### src/rtl/r22_bf_pkg.sv
// Package: shared types for the radix-2^2 trivial-twiddle butterfly stage.
// Assumes: nothing beyond IEEE 1800-2017.
package r22_bf_pkg;

    // Phase of the delay-feedback butterfly, selected by the stage counter bit.
    typedef enum logic {
        PH_FILL    = 1'b0,
        PH_COMPUTE = 1'b1
    } bf_phase_e;

    // Phase decode from the stage's own counter bit.
    function automatic bf_phase_e phase_of(input logic own_bit);
        return own_bit ? PH_COMPUTE : PH_FILL;
    endfunction

endpackage

### src/rtl/neg_j_rotator.sv
// Module: neg_j_rotator
// Multiplies a complex sample by -j when rot_en is set: (a + jb) -> (b - ja).
// It only swaps and negates, so no multiplier is needed. The output is one bit
// wider so that negating the most negative input is exact.
// Assumes: purely combinational; the caller registers downstream.
module neg_j_rotator #(
    parameter int IN_W = 12,
    localparam int OUT_W = IN_W + 1
) (
    input  logic                    rot_en,
    input  logic signed [IN_W-1:0]  a_re,
    input  logic signed [IN_W-1:0]  a_im,
    output logic signed [OUT_W-1:0] y_re,
    output logic signed [OUT_W-1:0] y_im
);

    logic signed [OUT_W-1:0] ext_re;
    logic signed [OUT_W-1:0] ext_im;

    // Sign-extend, then swap and negate for the -j case.
    always_comb begin
        ext_re = OUT_W'(a_re);
        ext_im = OUT_W'(a_im);
        if (rot_en) begin
            y_re = ext_im;
            y_im = -ext_re;
        end else begin
            y_re = ext_re;
            y_im = ext_im;
        end
    end

    // a rotation keeps the magnitude, and the bypass path is exact.
    always_comb begin
        if (rot_en) begin
            assert_rot_magnitude_R5: assert (
                (64'(y_re) * 64'(y_re) + 64'(y_im) * 64'(y_im)) ==
                (64'(a_re) * 64'(a_re) + 64'(a_im) * 64'(a_im)));
        end else begin
            assert_bypass_exact_R6: assert (y_re == OUT_W'(a_re) && y_im == OUT_W'(a_im));
        end
    end

endmodule

### src/rtl/fb_delay_line.sv
// Module: fb_delay_line
// Complex feedback shift register of DEPTH entries. It advances only when
// shift_en is set. The head is the entry pushed DEPTH shifts earlier.
// Assumes: DEPTH >= 1; all entries clear on synchronous active-low reset.
module fb_delay_line #(
    parameter int W     = 14,
    parameter int DEPTH = 4
) (
    input  logic                clk,
    input  logic                rst_n,
    input  logic                shift_en,
    input  logic signed [W-1:0] push_re,
    input  logic signed [W-1:0] push_im,
    output logic signed [W-1:0] head_re,
    output logic signed [W-1:0] head_im
);

    logic signed [W-1:0] tap_re [DEPTH];
    logic signed [W-1:0] tap_im [DEPTH];

    // The first tap takes the pushed value.
    always_ff @(posedge clk) begin
        if (!rst_n) begin
            tap_re[0] <= '0;
            tap_im[0] <= '0;
        end else if (shift_en) begin
            tap_re[0] <= push_re;
            tap_im[0] <= push_im;
        end
    end

    // Each later tap takes its predecessor on a shift.
    for (genvar k = 1; k < DEPTH; k++) begin : g_tap
        always_ff @(posedge clk) begin
            if (!rst_n) begin
                tap_re[k] <= '0;
                tap_im[k] <= '0;
            end else if (shift_en) begin
                tap_re[k] <= tap_re[k-1];
                tap_im[k] <= tap_im[k-1];
            end
        end
    end

    assign head_re = tap_re[DEPTH-1];
    assign head_im = tap_im[DEPTH-1];

    // the head does not move on a cycle without a shift.
    assert_hold_when_idle_R8: assert property (@(posedge clk) disable iff (!rst_n)
        !shift_en |=> ($stable(head_re) && $stable(head_im)));

endmodule

### src/rtl/bf2_core.sv
// Module: bf2_core
// Combinational radix-2 delay-feedback butterfly.
//   Fill phase:    output = feedback head, push = incoming sample.
//   Compute phase: output = head + x, push = head - x.
// Assumes: x is already rotated and W is wide enough that head +/- x is exact.
module bf2_core
    import r22_bf_pkg::*;
#(
    parameter int X_W = 13,
    parameter int W   = 14
) (
    input  bf_phase_e           phase,
    input  logic signed [X_W-1:0] x_re,
    input  logic signed [X_W-1:0] x_im,
    input  logic signed [W-1:0] fb_re,
    input  logic signed [W-1:0] fb_im,
    output logic signed [W-1:0] y_re,
    output logic signed [W-1:0] y_im,
    output logic signed [W-1:0] push_re,
    output logic signed [W-1:0] push_im
);

    logic signed [W-1:0] xe_re;
    logic signed [W-1:0] xe_im;

    // Choose between the fill pass-through and the add/subtract pair.
    always_comb begin
        xe_re = W'(x_re);
        xe_im = W'(x_im);
        if (phase == PH_COMPUTE) begin
            y_re    = fb_re + xe_re;
            y_im    = fb_im + xe_im;
            push_re = fb_re - xe_re;
            push_im = fb_im - xe_im;
        end else begin
            y_re    = fb_re;
            y_im    = fb_im;
            push_re = xe_re;
            push_im = xe_im;
        end
    end

endmodule

### src/rtl/prime_tracker.sv
// Module: prime_tracker
// Counts accepted samples after reset up to DEPTH. Once it reaches DEPTH, the
// feedback line holds real data and outputs may be flagged valid.
// Assumes: the sample counter starts at zero on the first accepted sample.
module prime_tracker #(
    parameter int DEPTH = 4,
    localparam int CW = $clog2(DEPTH + 1)
) (
    input  logic clk,
    input  logic rst_n,
    input  logic in_valid,
    input  logic cnt_own,
    output logic primed
);

    logic [CW-1:0] fill_cnt;

    // Saturating count of accepted samples since reset.
    always_ff @(posedge clk) begin
        if (!rst_n)
            fill_cnt <= '0;
        else if (in_valid && !primed)
            fill_cnt <= fill_cnt + CW'(1);
    end

    assign primed = (fill_cnt == CW'(DEPTH));

    // the first DEPTH accepted samples must fall in a fill phase.
    assert_counter_aligned_R10: assert property (@(posedge clk) disable iff (!rst_n)
        (in_valid && !primed) |-> !cnt_own);

    // once primed, the stage stays primed until reset.
    assert_primed_sticky_R7: assert property (@(posedge clk) disable iff (!rst_n)
        primed |=> primed);

endmodule

### src/rtl/r22_trivial_bf_stage.sv
// Module: r22_trivial_bf_stage (top)
// Second butterfly of a radix-2^2 delay-feedback FFT pair. It rotates the
// incoming sample by -j in the odd-exponent quarter, runs a radix-2
// delay-feedback butterfly over an FB_DEPTH line, and registers the result.
// Latency is one cycle from accepted sample to output.
// Assumes: cnt_own and cnt_prev are bits log2(FB_DEPTH) and log2(FB_DEPTH)+1
// of a shared sample counter that is zero at the first accepted sample.
module r22_trivial_bf_stage
    import r22_bf_pkg::*;
#(
    parameter int DATA_W   = 12,
    parameter int FB_DEPTH = 4
) (
    input  logic                     clk,
    input  logic                     rst_n,
    input  logic                     in_valid,
    input  logic signed [DATA_W-1:0] in_re,
    input  logic signed [DATA_W-1:0] in_im,
    input  logic                     cnt_own,
    input  logic                     cnt_prev,
    output logic                     out_valid,
    output logic signed [DATA_W+1:0] out_re,
    output logic signed [DATA_W+1:0] out_im
);

    localparam int ROT_W = DATA_W + 1;
    localparam int OUT_W = DATA_W + 2;

    logic                    rot_en;
    logic signed [ROT_W-1:0] x_re;
    logic signed [ROT_W-1:0] x_im;
    logic signed [OUT_W-1:0] head_re;
    logic signed [OUT_W-1:0] head_im;
    logic signed [OUT_W-1:0] bf_re;
    logic signed [OUT_W-1:0] bf_im;
    logic signed [OUT_W-1:0] push_re;
    logic signed [OUT_W-1:0] push_im;
    logic                    primed;
    bf_phase_e               phase;

    assign phase  = phase_of(cnt_own);
    assign rot_en = cnt_own & cnt_prev;

    neg_j_rotator #(.IN_W(DATA_W)) u_rot (
        .rot_en (rot_en),
        .a_re   (in_re),
        .a_im   (in_im),
        .y_re   (x_re),
        .y_im   (x_im)
    );

    bf2_core #(.X_W(ROT_W), .W(OUT_W)) u_core (
        .phase   (phase),
        .x_re    (x_re),
        .x_im    (x_im),
        .fb_re   (head_re),
        .fb_im   (head_im),
        .y_re    (bf_re),
        .y_im    (bf_im),
        .push_re (push_re),
        .push_im (push_im)
    );

    fb_delay_line #(.W(OUT_W), .DEPTH(FB_DEPTH)) u_line (
        .clk      (clk),
        .rst_n    (rst_n),
        .shift_en (in_valid),
        .push_re  (push_re),
        .push_im  (push_im),
        .head_re  (head_re),
        .head_im  (head_im)
    );

    prime_tracker #(.DEPTH(FB_DEPTH)) u_prime (
        .clk      (clk),
        .rst_n    (rst_n),
        .in_valid (in_valid),
        .cnt_own  (cnt_own),
        .primed   (primed)
    );

    // Output register: capture the butterfly result on each accepted sample.
    always_ff @(posedge clk) begin
        if (!rst_n) begin
            out_valid <= 1'b0;
            out_re    <= '0;
            out_im    <= '0;
        end else begin
            out_valid <= in_valid && primed;
            if (in_valid) begin
                out_re <= bf_re;
                out_im <= bf_im;
            end
        end
    end

    // an idle cycle gives no valid output on the next cycle.
    assert_idle_no_valid_R8: assert property (@(posedge clk) disable iff (!rst_n)
        !in_valid |=> !out_valid);

    // an idle cycle leaves the output data unchanged.
    assert_idle_hold_data_R8: assert property (@(posedge clk) disable iff (!rst_n)
        !in_valid |=> ($stable(out_re) && $stable(out_im)));

    // in the fill phase the output is the line head seen on the accepting edge.
    assert_fill_passes_head_R2: assert property (@(posedge clk) disable iff (!rst_n)
        (in_valid && !cnt_own) |=> (out_re == $past(head_re) && out_im == $past(head_im)));

    // a valid output is always preceded by an accepted sample.
    assert_valid_follows_input_R7: assert property (@(posedge clk) disable iff (!rst_n)
        out_valid |-> $past(in_valid));

endmodule

### config.mk
export PLATFORM = sky130hd
export DESIGN_NAME = r22_trivial_bf_stage
export DESIGN_NICKNAME = d
export VERILOG_FILES = /design/src/rtl/r22_bf_pkg.sv /design/src/rtl/neg_j_rotator.sv /design/src/rtl/fb_delay_line.sv /design/src/rtl/bf2_core.sv /design/src/rtl/prime_tracker.sv /design/src/rtl/r22_trivial_bf_stage.sv
export SDC_FILE = /design/constraint.sdc
export NUM_CORES = 1
export LEC_CHECK = 0
export BUFFER_PORTS_ARGS = -buffer_cell sky130_fd_sc_hd__buf_2
export CAP_MARGIN = 20
export CELL_PAD_IN_SITES_DETAIL_PLACEMENT = 1
export CELL_PAD_IN_SITES_GLOBAL_PLACEMENT = 1
export CORE_ASPECT_RATIO = 1.75
export CORE_UTILIZATION = 36
export CTS_CLUSTER_DIAMETER = 50
export CTS_CLUSTER_SIZE = 8
export DETAILED_ROUTE_END_ITERATION = 10
export GPL_TIMING_DRIVEN = 1
export PLACE_DENSITY = 0.61
export SKIP_CTS_REPAIR_TIMING = 1
export SKIP_LAST_GASP = 1
export SLEW_MARGIN = 30
export SYNTH_ARGS = -nofsm -noshare
export SYNTH_HDL_FRONTEND = slang
export SYNTH_HIERARCHICAL = 1
export SYNTH_SLANG_ARGS = --single-unit
### constraint.sdc
create_clock -name clk -period 9.05 [get_ports clk]
set_input_delay 1.81 -clock clk [delete_from_list [all_inputs] [get_ports clk]]
set_output_delay 1.81 -clock clk [all_outputs]
set_load 0.1 [all_outputs]
==> results.txt <==
The die extent in y was 214 um; the total routing usage reported by global routing was 18.9%. The run gives 58 as the number of top-level pins. The estimated wirelength of the detail-placed design is 16.5 mm. In this run the most critical hold path is launched from u_prime/fill_cnt[1].

The dominant synthesized flop cell was edfxtp_1. The final critical delay including setup and external delays is 5360 ps, and the CTS sink count is 144. The category of the critical setup timing path is in2reg. The run gives 37.3 mm as the global-route wire length before repair.

The share of the cycle needed by the critical path after routing was 59.2%. TritonCTS built the clock tree. In the final design database the tool counted 1001 nets.

After floorplanning, the core was divided into 77 placement rows. Setup violations remaining at the end of the flow were counted as 0. The areal power density over the cells was 192 nW/um2.

The flow ran to the end, and the final reports show no timing, DRC or antenna violations. Summing over every cut layer, the via total after detailed routing is 6671. The tools report the number of buffers on the longest clock path as 2. Grouping stages by cell kind, the critical path spends the most delay in compound AO/OA/AOI/OAI gates.

The most frequently used cell type in the post-synthesis netlist is and3_1. The final count of pins violating max slew was 0. The kind of end point of the critical path was a flip-flop.

The synthesized instance count was 908. At the worst endpoint, the required time is 9250 ps. In this run the worst hold path is classified as reg2reg. Max-cap violations in this run came to 0. The number of buffers and inverters on the critical path is 3. After synthesis, the cell types taking the most area are edfxtp_1 (36%), and3_1 (7.7%), ha_1 (7.5%). For the final database, setup skew stands at 9.56 ps. The share of flip-flops with an asynchronous set or reset was 0%; the initial core utilization was 36.6%.

Entering global routing, the biggest net connects 113 pins. The via count of the first global-routing pass is 6717. For the multi-input combinational cell area, the log shows 4560 um2. Summing all flip-flop and latch instances after layout gives 4000 um2. When the netlist entered floorplanning its net count stood at 996. In this run the biggest area consumer among cell types represents 36.4% of the synthesized area. Post-detailed-route count of antenna-violating nets: 0. The maximum level of the CTS H-tree is 4. The commonest cells after synthesis are and3_1 (113), edfxtp_1 (112), nor2_1 (60), inv_1 (56), ha_1 (55). After detailed routing, the total wire length is 23.7 mm.

The largest total area in the synthesized netlist belongs to edfxtp_1. The mapped cell area was 9230 um2. The die footprint is 26300 um2. At the pin with the least slew margin, the transition time is 906 ps. For the cell area after layout, the log shows 10100 um2. The largest individual stage delay along the critical path comes from the cell or3b_2. The netlist uses 73 different library cells. The start of the worst register-to-register path was u_line/tap_re[3][1]. The region available for standard cell placement spans 25200 um2. After routing, the total negative slack on setup checks comes to 0 ps. In the final layout, the share of cells above drive strength 1 is 14.4%. Once placement finished, the instance area stood at 9500 um2. The tools report the number of filler instances in the final layout as 2866.

The number of synthesized flops with an enable pin is 112, and the iteration count of the initial detailed-routing pass is 4. The post-detailed-route wirelength per cell was 19.1 um; the average via count per standard cell was 5.37. The initial antenna violation count was 1. The tools report the relative max-transition margin as 39.6%. For this block, the initial DRC count from the detailed router was 290. Each instance of the synthesized netlist takes up on average 10.2 um2. The logs give 43.4% for the sequential-to-total area share from yosys stat and 0.836 for the final weighted congestion of routability-driven global placement. The critical path goes through buf_2 > inv_1 > ha_1 > or3b_2 > o41a_1 > o31ai_1 > inv_1 > ha_1 > a21o_1 > a21oi_1 > nor2_1 > a311oi_1 > o311ai_2 > xnor2_1 > and3_1. In this run the tool buffered the top-level ports with 57 buffer cells.

For the largest vdd supply drop, the log shows 129 uV. The number of buffers created by CTS was 17. The CTS root buffer was clkbuf_16. For the worst-skew pair, the clock arrives at the later sink with an insertion delay of 440 ps.

The die is 123 um wide. The worst setup path is launched from an input port. Worst setup path startpoint: in_re[0]. The post-synthesis to final-layout area growth is 9.22%, and the arrival time reported for the critical path endpoint is 5560 ps.

On the worst path, the slowest cell contributes a delay of 540 ps. In the routed design, unresolved DRC markers number 0. Clock-pin slew was measured on the worst setup and hold paths at 60 ps.

Number of hold violations in the final report: 0. Setup repair after global routing left no endpoint under its margin. During synthesis, Yosys emitted a total of 6 warnings. The run gives 0 as the final antenna diode count. The register bit count reported by yosys came out at 144. After global routing the overflow that remains totals 0. Of all nets on the critical path, the largest fanout is 10. Static timing analysis puts the maximum clock frequency at 0.187 GHz. In this run the static leakage power is 4.56 nW.
[layout by cell type, fill, tap and decap left out, types with 4 or more instances in the layout]
cell type	synthesis	final
and3_1	113	113
edfxtp_1	112	112
nor2_1	60	60
inv_1	56	56
buf_2	17	55
ha_1	55	55
a21oi_1	53	53
nor2b_1	39	39
mux2i_1	38	38
nand2_1	38	38
xnor2_1	35	35
dfxtp_1	32	32
o21ai_0	26	25
clkbuf_16	0	19
o31ai_1	18	18
mux2_2	17	17
nor3_1	12	12
nand2b_1	11	10
o21a_1	8	8
nor4_1	8	8
xor2_1	7	7
or3_1	6	6
o21bai_1	6	6
o21ai_1	5	6
nand3_1	6	6
buf_4	17	5
clkbuf_1	22	4
a21o_1	4	4
fa_1	4	4
[path summary, 6_finish.rpt]
| path | end | slack, ps | cells past startpoint |
|---|---|---|---|
| setup reg to reg | u_line/tap_re[0][9] | 6180 | 9 |
| hold reg to reg | u_prime/fill_cnt[1] | 480 | 2 |
| setup / recovery | u_line/tap_im[0][13] | 3690 | 15 |
| hold / removal | u_prime/fill_cnt[1] | 480 | 2 |
[worst reg2reg max path: cells and delay by family (launching register included)]
family,cells,cell delay (ps)
AOI/OAI and AO/OA,4,1210
DFF,1,500
and+or+nand+nor,2,360
adders and majority gates,1,340
xor gates and xnor gates,1,140
muxes,1,90
[metrics by stage]
stage / instances / power (W) / hold WS [ps] / setup slack [ps] / utilization, %
final: 1242 / 0.00194 / 479 / 3690 / 39.9
after global routing: 1242 / 0.00203 / 500 / 3410 / 39.9
after CTS: 1242 / 0.00197 / 488 / 3320 / 39.9
after detailed placement: 1210 / 0.00125 / 480 / 2880 / 37.6
after global placement: 1210 / 0.00125 / 462 / 2900 / 37.6
after floorplan: 908 / 0.00115 / 451 / 3920 / -
[cell type report]
type,instances,area share [%]
sequential,144,39.7
clock buffer,24,5.00
clock inverter,8,0.770
tap,316,3.92
multi-input combinational,631,45.2
inverter,58,2.16
timing repair buffer,61,3.21
[flip-flops by register name, indices dropped and copies added, names as in the netlist]
| name | cells |
|---|---|
| out_im | 14 |
| out_re | 14 |
| out_valid | 1 |
| u_line/tap_im | 56 |
| u_line/tap_re | 56 |
| u_prime/fill_cnt | 3 |
[cell families (layout without fill, tap and decap cells)]
family | Yosys count | after routing | share of synthesized area [%]
fa+ha+maj | 59 | 59 | 8.32
buf+inv | 133 | 151 | 7.33
flops | 144 | 144 | 43.4
mux | 55 | 55 | 6.19
xor+xnor | 42 | 42 | 3.99
simple gates | 319 | 319 | 19.2
compound gates | 156 | 156 | 11.6
[where the power goes]
group	leakage [nW]	total, W	switching (W)	internal, W
sequential	1.50	0.000786	0.0000223	0.000764
combinational	2.78	0.000447	0.000297	0.000151
clock	0.281	0.000703	0.000285	0.000418
total	4.56	0.00194	0.000604	0.00133
[metal layers]
metal	wire, um	global-route usage [%]	share of wire, %
met1	9990	21.7	42
met5	11	0	0.046
met3	668	3.64	2.8
met2	12500	34.0	53
met4	552	7.69	2.3
Power figures use the tool's default switching activity.
